==> config.mk <==
export PLATFORM = sky130hd
export DESIGN_NAME = tile_gray_expander
export DESIGN_NICKNAME = d
export VERILOG_FILES = /design/src/rtl/tge_pkg.sv /design/src/rtl/tge_seq.sv /design/src/rtl/tge_store.sv /design/src/rtl/tge_pack.sv /design/src/rtl/tile_gray_expander.sv
export SDC_FILE = /design/constraint.sdc
export NUM_CORES = 1
export LEC_CHECK = 0
export CORE_ASPECT_RATIO = 0.75
export CORE_UTILIZATION = 40
export CTS_CLUSTER_DIAMETER = 40
export DETAILED_ROUTE_END_ITERATION = 8
export PLACE_DENSITY = 0.66
export SKIP_CTS_REPAIR_TIMING = 1
export SLEW_MARGIN = 40
export SYNTH_ARGS = -nofsm -noshare
export SYNTH_HDL_FRONTEND = slang
export SYNTH_SLANG_ARGS = --single-unit
==> constraint.sdc <==
create_clock -name clk -period 2.7 [get_ports clk]
set_input_delay 0.54 -clock clk [delete_from_list [all_inputs] [get_ports clk]]
set_output_delay 0.54 -clock clk [all_outputs]
set_load 0.05 [all_outputs]
==> src/rtl/tge_pkg.sv <==
// Package: shared constants, state type and the pixel-level expansion
// used by the tile grayscale expander. Assumes two pixels per output byte.
package tge_pkg;

    localparam int unsigned PIX_BITS  = 4;
    localparam int unsigned BYTE_BITS = 2 * PIX_BITS;

    typedef enum logic {
        ST_LOAD,
        ST_EMIT
    } tge_state_e;

    // Turn one monochrome pixel into a full-on or full-off gray level.
    function automatic logic [PIX_BITS-1:0] gray_of(input logic pix);
        return pix ? {PIX_BITS{1'b1}} : {PIX_BITS{1'b0}};
    endfunction

endpackage

==> src/rtl/tge_seq.sv <==
// Sequencer: takes a tile when idle, then counts out ROWS*COLS/2 bytes.
// It splits the count into a row number and a group position.
// Assumes ROWS and COLS/2 are powers of two.
module tge_seq
    import tge_pkg::*;
#(
    parameter int unsigned ROWS = 8,
    parameter int unsigned COLS = 8,
    localparam int unsigned BPR   = COLS / 2,
    localparam int unsigned TOTAL = ROWS * BPR,
    localparam int unsigned IDX_W = $clog2(TOTAL),
    localparam int unsigned SEL_W = $clog2(BPR),
    localparam int unsigned ROW_W = IDX_W - SEL_W
) (
    input  logic             clk,
    input  logic             rst_n,
    input  logic             in_valid,
    input  logic             out_ready,
    output logic             load,
    output logic             in_ready,
    output logic             out_valid,
    output logic             out_last,
    output logic [ROW_W-1:0] row_sel,
    output logic [SEL_W-1:0] grp_sel
);

    localparam logic [IDX_W-1:0] LAST_IDX = IDX_W'(TOTAL - 1);

    tge_state_e       state_q;
    logic [IDX_W-1:0] idx_q;

    // Move between idle and emitting, and step the byte index on each handshake.
    always_ff @(posedge clk) begin
        if (!rst_n) begin
            state_q <= ST_LOAD;
            idx_q   <= '0;
        end else if (state_q == ST_LOAD) begin
            if (in_valid) begin
                state_q <= ST_EMIT;
                idx_q   <= '0;
            end
        end else if (out_ready) begin
            if (idx_q == LAST_IDX) begin
                state_q <= ST_LOAD;
            end
            idx_q <= idx_q + IDX_W'(1);
        end
    end

    // Decode handshake outputs and index fields from the state.
    always_comb begin
        in_ready  = (state_q == ST_LOAD);
        out_valid = (state_q == ST_EMIT);
        load      = in_ready && in_valid;
        out_last  = out_valid && (idx_q == LAST_IDX);
        row_sel   = idx_q[IDX_W-1:SEL_W];
        grp_sel   = idx_q[SEL_W-1:0];
    end

endmodule

==> src/rtl/tge_store.sv <==
// Tile store: holds the accepted tile and a flag that marks it all-zero.
// Assumes load is only raised while the sequencer is idle.
module tge_store #(
    parameter int unsigned TILE_W = 64
) (
    input  logic              clk,
    input  logic              rst_n,
    input  logic              load,
    input  logic [TILE_W-1:0] tile_in,
    output logic [TILE_W-1:0] tile_q,
    output logic              blank_q
);

    // Capture the tile and its all-zero flag on acceptance.
    always_ff @(posedge clk) begin
        if (!rst_n) begin
            tile_q  <= '0;
            blank_q <= 1'b1;
        end else if (load) begin
            tile_q  <= tile_in;
            blank_q <= (tile_in == '0);
        end
    end

endmodule

==> src/rtl/tge_pack.sv <==
// Pack: forms one output byte from the stored tile.
// It picks the swapped column pair for the group position and expands both pixels.
// Assumes column-major input and power-of-two ROWS and COLS.
module tge_pack
    import tge_pkg::*;
#(
    parameter int unsigned ROWS = 8,
    parameter int unsigned COLS = 8,
    localparam int unsigned ROW_W = $clog2(ROWS),
    localparam int unsigned COL_W = $clog2(COLS),
    localparam int unsigned SEL_W = COL_W - 1
) (
    input  logic [COLS*ROWS-1:0] tile_q,
    input  logic                 blank_q,
    input  logic [ROW_W-1:0]     row_sel,
    input  logic [SEL_W-1:0]     grp_sel,
    output logic [BYTE_BITS-1:0] byte_o
);

    logic [ROWS*COLS-1:0] by_row;
    logic [COLS-1:0]      cur_row;
    logic [SEL_W-1:0]     pair;
    logic                 lo_pix;
    logic                 hi_pix;

    // Transpose column-major storage into row-major order.
    for (genvar r = 0; r < ROWS; r++) begin : g_row
        for (genvar c = 0; c < COLS; c++) begin : g_col
            assign by_row[r*COLS+c] = tile_q[c*ROWS+r];
        end
    end

    // Select the row, swap neighbouring pairs and expand both pixels.
    always_comb begin
        cur_row = by_row[{row_sel, {COL_W{1'b0}}} +: COLS];
        pair    = grp_sel ^ SEL_W'(1);
        lo_pix  = cur_row[{pair, 1'b0}];
        hi_pix  = cur_row[{pair, 1'b1}];
        byte_o  = blank_q ? '0 : {gray_of(hi_pix), gray_of(lo_pix)};
    end

endmodule

==> src/rtl/tile_gray_expander.sv <==
// Top: takes a monochrome tile over valid/ready and streams its
// 4-bit-per-pixel bytes with valid/ready/last.
// Assumes COLS/2 and ROWS are powers of two.
module tile_gray_expander
    import tge_pkg::*;
#(
    parameter int unsigned ROWS = 8,
    parameter int unsigned COLS = 8,
    localparam int unsigned TILE_W = ROWS * COLS,
    localparam int unsigned ROW_W  = $clog2(ROWS),
    localparam int unsigned SEL_W  = $clog2(COLS) - 1
) (
    input  logic                 clk,
    input  logic                 rst_n,
    input  logic                 in_valid,
    output logic                 in_ready,
    input  logic [TILE_W-1:0]    in_tile,
    output logic                 out_valid,
    input  logic                 out_ready,
    output logic [BYTE_BITS-1:0] out_data,
    output logic                 out_last
);

    logic              load;
    logic [ROW_W-1:0]  row_sel;
    logic [SEL_W-1:0]  grp_sel;
    logic [TILE_W-1:0] tile_q;
    logic              blank_q;

    tge_seq #(.ROWS(ROWS), .COLS(COLS)) seq_i (
        .clk       (clk),
        .rst_n     (rst_n),
        .in_valid  (in_valid),
        .out_ready (out_ready),
        .load      (load),
        .in_ready  (in_ready),
        .out_valid (out_valid),
        .out_last  (out_last),
        .row_sel   (row_sel),
        .grp_sel   (grp_sel)
    );

    tge_store #(.TILE_W(TILE_W)) store_i (
        .clk     (clk),
        .rst_n   (rst_n),
        .load    (load),
        .tile_in (in_tile),
        .tile_q  (tile_q),
        .blank_q (blank_q)
    );

    tge_pack #(.ROWS(ROWS), .COLS(COLS)) pack_i (
        .tile_q  (tile_q),
        .blank_q (blank_q),
        .row_sel (row_sel),
        .grp_sel (grp_sel),
        .byte_o  (out_data)
    );

endmodule

-- Yosys cells after proc, flatten, opt, wreduce, memory -nomap -nowiden
Cells that the tools add are included.
- add/subtract/negate cells: 1
- order comparisons: 2
- equality and inequality tests: 2
- shift-type cells: 1
- mux-type cells: 14
- bitwise logic cells: 2
- reduce and logical (&&, ||, !) cells: 5
- operator list (kind ; count):
    zero test 64 bit ; 1
    indexed part select 64 x 7 -> 8 bit ; 1
    two-way mux 5 bit ; 3
    less-than comparator 3 x 4 -> 1 bit (second input constant) ; 2
    two-way mux 4 bit ; 2
    two-way mux 8 bit ; 1
    two-way mux 1 bit ; 6
    adder 5 x 1 -> 5 bit (second input constant) ; 1
    == test 5 bit (second input constant) ; 1
    binary-select mux 1 bit (select 2 bit) ; 2
    logical AND 1 bit ; 2
    inequality test 2 bit (second input constant) ; 1
    inverter 1 bit ; 2
    AND reduction 2 bit ; 1
    nonzero test 2 bit ; 1
- flip-flop bits (word level): 71
- bits of input ports: 68
- output and inout port bits: 11
- word-level logic and storage cells: 31

-- Logic depth before layout (Yosys ltp)
- depth after elaboration: 5
- mapped depth: 7
- depth with buffers taken out: 5

-- Cells and area by module
Synthesis repeated with hierarchy kept, for this count alone.
- cells, all modules: 321
- area, all modules: 3525.9 um^2
- by module, submodules not included (module ; instances ; cells each ; area an instance (um^2) ; seq. area each (um^2)):
    tge_store ; 1 ; 232 ; 2581.2 ; 1301.2
    tge_pack ; 1 ; 54 ; 618.1 ; 0.0
    tge_seq ; 1 ; 35 ; 326.6 ; 120.1

-- Worst setup path before layout
No wires, ideal clock.
- path type: flip-flop to output port
- start: register seq_i.idx_q[3]
- end: output out_data[5]
- arrival time: 2373 ps
- required time: 2160 ps
- path slack: -213 ps
- cell stages (with the launch flop): 8
- path buffers: 3
- cells stage by stage: dfxtp_1 > buf_2 > buf_2 > mux4_1 > mux4_2 > nand2_1 > a21oi_1 > buf_4
- word-level cells in the longest chain between the ends: 5
- RTL lines (element ; line ; RTL):
    start, declared ; tge_seq.sv:30 ; logic [IDX_W-1:0] idx_q;
    start signal, assigned ; tge_seq.sv:46 ; idx_q <= idx_q + IDX_W'(1);
    indexed part select 64 x 7 -> 8 bit ; tge_pack.sv:35 ; cur_row = by_row[{row_sel, {COL_W{1'b0}}} +: COLS];
    binary-select mux 1 bit (select 2 bit) ; tge_pack.sv:38 ; hi_pix = cur_row[{pair, 1'b1}];
    two-way mux 1 bit (implied by the code) ; tge_pack.sv:38 ;
    two-way mux 4 bit ; tge_pkg.sv:15 ; return pix ? {PIX_BITS{1'b1}} : {PIX_BITS{1'b0}};
    two-way mux 8 bit ; tge_pack.sv:39 ; byte_o = blank_q ? '0 : {gray_of(hi_pix), gray_of(lo_pix)};
    end, declared ; tile_gray_expander.sv:20 ; output logic [BYTE_BITS-1:0] out_data,
No other way between the ends. The select of a mux whose other input is x is not followed.

-- Final worst setup path
- start: register seq_i.idx_q[2]
- end: output out_data[3]
- word-level cells in the longest chain between the ends: 5
- RTL lines (element ; line ; RTL):
    indexed part select 64 x 7 -> 8 bit ; tge_pack.sv:35 ;
    binary-select mux 1 bit (select 2 bit) ; tge_pack.sv:37 ; lo_pix = cur_row[{pair, 1'b0}];
    two-way mux 1 bit (implied by the code) ; tge_pack.sv:37 ;
    two-way mux 4 bit ; tge_pkg.sv:15 ;
    two-way mux 8 bit ; tge_pack.sv:39 ;
No other way between the ends. The select of a mux whose other input is x is not followed.

==> metrics.log <==
[metrics] Layout fillers: 737
[metrics] Max Clk Rate: 341.7 MHz
[metrics] Wirelength per Cell: 15.67 µm
[metrics] highest fanout seen on the critical path: 5
[metrics] number of rows created at floorplan: 28
[metrics] number of remaining DRC errors: 0
[metrics] Max-cap violations: 0
[metrics] CP Cell Sequence: buf_12 -> mux4_2 -> mux2_4 -> or3_1 -> and4b_2 -> buf_8
[metrics] Synthesis Warnings: 0
[metrics] actual slew at the worst max-slew pin: 0.6386 ns
[metrics] post-DR vias/cell: 5.353
[metrics] GP Congestion: 0.7872
[metrics] routing usage on met2: 31.97%
[metrics] GR peak layer: met2
[metrics] synthesized area per cell: 8.967 µm²
[metrics] worst slew margin relative to its limit: 57.43%
[metrics] final-layout setup total negative slack: -1.632 ns
[metrics] initial antenna violation count: 0
[metrics] post-layout worst setup margin: -0.2261 ns
[metrics] category of the worst setup path launch point: register
[metrics] clock tree skew after final layout: 0.004288 ns
[metrics] worst min path class: register to register
[metrics] Core Box Area: 8058 µm²
[metrics] Worst R2R Start: seq_i.out_valid$_SDFF_PN0_
[metrics] relative contribution of sequential cells to total power: 45.4%
[metrics] HP Start: store_i.tile_q[41]$_SDFFE_PN0P_
[metrics] die extent in y: 81.72 µm
[metrics] worst path required time: 2.16 ns
[metrics] kind of end point of the critical path: output port
[metrics] Die X-Extent: 108.3 µm
[metrics] CTS max path bufs: 2
[metrics] kind of cell adding the most delay to the critical path: multiplexers
[metrics] routed wire length: 8790 µm
[metrics] total number of H-tree levels: 3
[metrics] Overall Global Routing Usage: 20.85%
[metrics] total half-perimeter wirelength after legalization and detailed placement: 6301 µm
[metrics] time the worst path needs with I/O delays and setup: 2.926 ns
[metrics] post-CTS clock slew at the launch and capture registers of the worst setup and hold paths: 0.05 ns
[metrics] final count of pins violating max slew: 0
[metrics] total overflow reported by the global router: 0
[metrics] data arrival at the endpoint of the critical path: 2.39 ns
[metrics] register area share after synthesis: 41.93%
[metrics] I/O Pins: 79
[metrics] run status: complete, but fails checks
[metrics] fraction of met3 tracks used by global routing: 6.746%
[metrics] Period Utilization, post-route: 108.4%
[metrics] first-pass GRT wire length: 13860 µm
[metrics] die area: 8850 µm²
[metrics] vias in the first global route: 2750
[metrics] fraction of met1 tracks used by global routing: 29.19%
[metrics] unrepaired setup endpoints after global routing: yes
[metrics] number of violations reported at the end of detailed-routing iteration 0: 165
[metrics] net switching power of the design: 600.8 µW
[metrics] Final Hold Vio Count: 0
[metrics] TritonCTS Sinks: 71
[metrics] beginning of the critical path: seq_i.idx_q[2]$_SDFFE_PN0P_
[metrics] effective utilization at floorplan: 42.07%
[metrics] Final Net Count: 524
[metrics] cell with the biggest individual delay on the critical path: sky130_fd_sc_hd__mux4_2
[metrics] CTS Buf Count: 9
[metrics] clock tree root driver cell: sky130_fd_sc_hd__clkbuf_16
[metrics] Mapped Cells: 378
[metrics] fraction of final layout cells sized beyond drive strength 1: 14.04%
[metrics] count of antenna-violating nets left after detailed routing: 0
[metrics] Mapped Nets: 448
[metrics] Peak VDD IR: 0.0002642 V
[metrics] distinct cell type count after synthesis: 32
[metrics] switching fraction of total power: 23.82%
[metrics] clock latency on the worst-skew pair: 0.33 ns
[metrics] 1st-pass router iterations: 4
[metrics] PD cells: 542.6 nW/µm²
[metrics] leakage dissipation: 1.737 nW
[metrics] maximum number of pins on one net before global-route repair: 65
[metrics] count of vias placed by the detailed router: 3003
[metrics] total buffers and inverters traversed by the critical path: 2
[metrics] layout-stage area growth over the synthesis result: 37.14%
[metrics] Int Pwr: 1.921 mW
[metrics] count of antenna diodes in the layout: 0
[metrics] Crit path largest cell delay: 0.49 ns
[metrics] number of I/O port buffers: 78
[metrics] clock network power share: 40.8%
[metrics] area of the mapped netlist: 3390 µm²
[metrics] final-layout worst hold slack: 0.4476 ns
[metrics] Crit Path Class: register to output port
[metrics] endpoints failing setup: 8
[metrics] synthesized flop and latch total: 71
[metrics] relative contribution of combinational cells to total power: 13.8%
[metrics] clock tree from TritonCTS: built
[metrics] sum of internal, switching and leakage power: 2.522 mW
[metrics] violated checks: negative setup slack
[registers in the layout (all words and copies together) (netlist names)]
signal	cells
seq_i.idx_q	5
seq_i.out_valid	1
store_i.blank_q	1
store_i.tile_q	64
[Yosys cell counts]
cell	number	area, µm²
sky130_fd_sc_hd__a21boi_1	64	480.5
sky130_fd_sc_hd__mux2_2	1	11.26
sky130_fd_sc_hd__nand3_1	2	10.01
sky130_fd_sc_hd__buf_6	2	22.52
sky130_fd_sc_hd__inv_1	1	3.750
sky130_fd_sc_hd__mux4_2	11	247.7
sky130_fd_sc_hd__o21ai_0	2	10.01
sky130_fd_sc_hd__nor2_1	1	3.750
sky130_fd_sc_hd__a21oi_1	4	20.02
sky130_fd_sc_hd__a22oi_1	2	15.01
sky130_fd_sc_hd__mux4_1	7	183.9
sky130_fd_sc_hd__a2111oi_0	1	8.760
sky130_fd_sc_hd__mux2i_1	4	40.04
sky130_fd_sc_hd__and4b_1	1	10.01
sky130_fd_sc_hd__nand2_1	134	503.0
sky130_fd_sc_hd__nor4_1	16	100.1
sky130_fd_sc_hd__inv_2	1	3.750
sky130_fd_sc_hd__and2_1	2	12.51
sky130_fd_sc_hd__o21a_1	1	7.510
sky130_fd_sc_hd__clkbuf_1	24	90.09
sky130_fd_sc_hd__nor2b_1	5	31.28
sky130_fd_sc_hd__buf_2	2	10.01
sky130_fd_sc_hd__ha_1	2	25.02
sky130_fd_sc_hd__o211ai_1	1	7.510
sky130_fd_sc_hd__dfxtp_1	71	1421
sky130_fd_sc_hd__or4_1	1	7.510
sky130_fd_sc_hd__buf_4	6	45.04
sky130_fd_sc_hd__and3_1	2	12.51
sky130_fd_sc_hd__a31oi_1	1	6.260
sky130_fd_sc_hd__or3_1	1	6.260
sky130_fd_sc_hd__nand4_1	4	25.02
sky130_fd_sc_hd__nor3b_1	1	7.510
[worst paths after layout]
path              cells past startpoint  slack [ns]                         endpoint
setup / recovery                      6       -0.23                      out_data[3]
hold / removal                        2        0.45  store_i.tile_q[41]$_SDFFE_PN0P_
setup reg to reg                      4        1.09  store_i.tile_q[63]$_SDFFE_PN0P_
hold reg to reg                       2        0.45  store_i.tile_q[41]$_SDFFE_PN0P_
[cells in the final DEF, fill, tap and decap left out, types with 2 or more instances in the layout]
| cell | synthesis | routed |
|---|---|---|
| sky130_fd_sc_hd__nand2_1 | 134 | 133 |
| sky130_fd_sc_hd__clkdlybuf4s50_1 | 0 | 69 |
| sky130_fd_sc_hd__dfxtp_1 | 71 | 69 |
| sky130_fd_sc_hd__a21boi_1 | 64 | 64 |
| sky130_fd_sc_hd__buf_4 | 6 | 17 |
| sky130_fd_sc_hd__nor4_1 | 16 | 16 |
| sky130_fd_sc_hd__mux4_2 | 11 | 14 |
| sky130_fd_sc_hd__clkbuf_16 | 0 | 10 |
| sky130_fd_sc_hd__nor2b_1 | 5 | 4 |
| sky130_fd_sc_hd__mux2i_1 | 4 | 4 |
| sky130_fd_sc_hd__mux4_1 | 7 | 4 |
| sky130_fd_sc_hd__nand4_1 | 4 | 4 |
| sky130_fd_sc_hd__buf_12 | 0 | 4 |
| sky130_fd_sc_hd__buf_6 | 2 | 4 |
| sky130_fd_sc_hd__buf_8 | 0 | 4 |
| sky130_fd_sc_hd__a21oi_1 | 4 | 3 |
| sky130_fd_sc_hd__nand3_1 | 2 | 2 |
| sky130_fd_sc_hd__and3_1 | 2 | 2 |
| sky130_fd_sc_hd__and2_1 | 2 | 2 |
| sky130_fd_sc_hd__o21ai_0 | 2 | 2 |
| sky130_fd_sc_hd__a22oi_1 | 2 | 2 |
| sky130_fd_sc_hd__ha_1 | 2 | 2 |
| sky130_fd_sc_hd__clkinv_2 | 0 | 2 |
[routing by layer]
| metal | vias up | wire (µm) |
|---|---|---|
| li1 | 1469 | - |
| met2 | 91 | 3873 |
| met3 | 6 | 608 |
| met5 | - | 0 |
| met1 | 1437 | 4258 |
| met4 | 0 | 48 |
[cell families (layout without fill, tap and decap cells)]
family	Yosys count	after routing	synth area share, %
buffers and inverters	36	114	5.168
multiplexers	23	23	14.25
AO/OA/AOI/OAI	76	76	16.39
flip-flops	71	71	41.93
adder cells (fa/ha/maj)	2	2	0.7382
AND/OR/NAND/NOR	170	170	21.52
[metrics by stage]
step | std cells | cell area, µm² | worst slack [ns] | util [%]
4_1_cts | 555 | 4542 | -0.3029 | 56.37
2_1_floorplan | 378 | 3395 | 0.05587 | -
5_1_grt | 561 | 4648 | -0.2891 | 57.69
3_5_place_dp | 542 | 4289 | 0.04697 | 53.23
3_3_place_gp | 542 | 4289 | 0.08579 | 53.23
6_report | 561 | 4648 | -0.2261 | 57.69
[area by class of cell]
class,count,area (µm²),share of cell area (%)
sequential,71,1426,30.69
timing repair buffer,99,1028,22.13
inverter,2,7.507,0.1615
multi-input combinational,271,1802,38.76
clock buffer,11,242.7,5.222
clock inverter,2,10.01,0.2153
tap,105,131.4,2.826
[worst min-delay path, stage by stage (launching register included)]
cell and delay (ns):
sky130_fd_sc_hd__dfxtp_1 0.30, sky130_fd_sc_hd__nand2_1 0.05, sky130_fd_sc_hd__a21boi_1 0.05
[power by group through the flow]
stage	clock [mW]	combinational, mW	sequential [mW]
3_3_place_gp	0	0.338	1.17
4_1_cts	1.04	0.344	1.14
2_1_floorplan	0	0.179	1.15
6_report	1.03	0.349	1.15
3_5_place_dp	0	0.342	1.17
5_1_grt	1.10	0.382	1.15
Note: power is estimated with default switching activity, not from simulation.
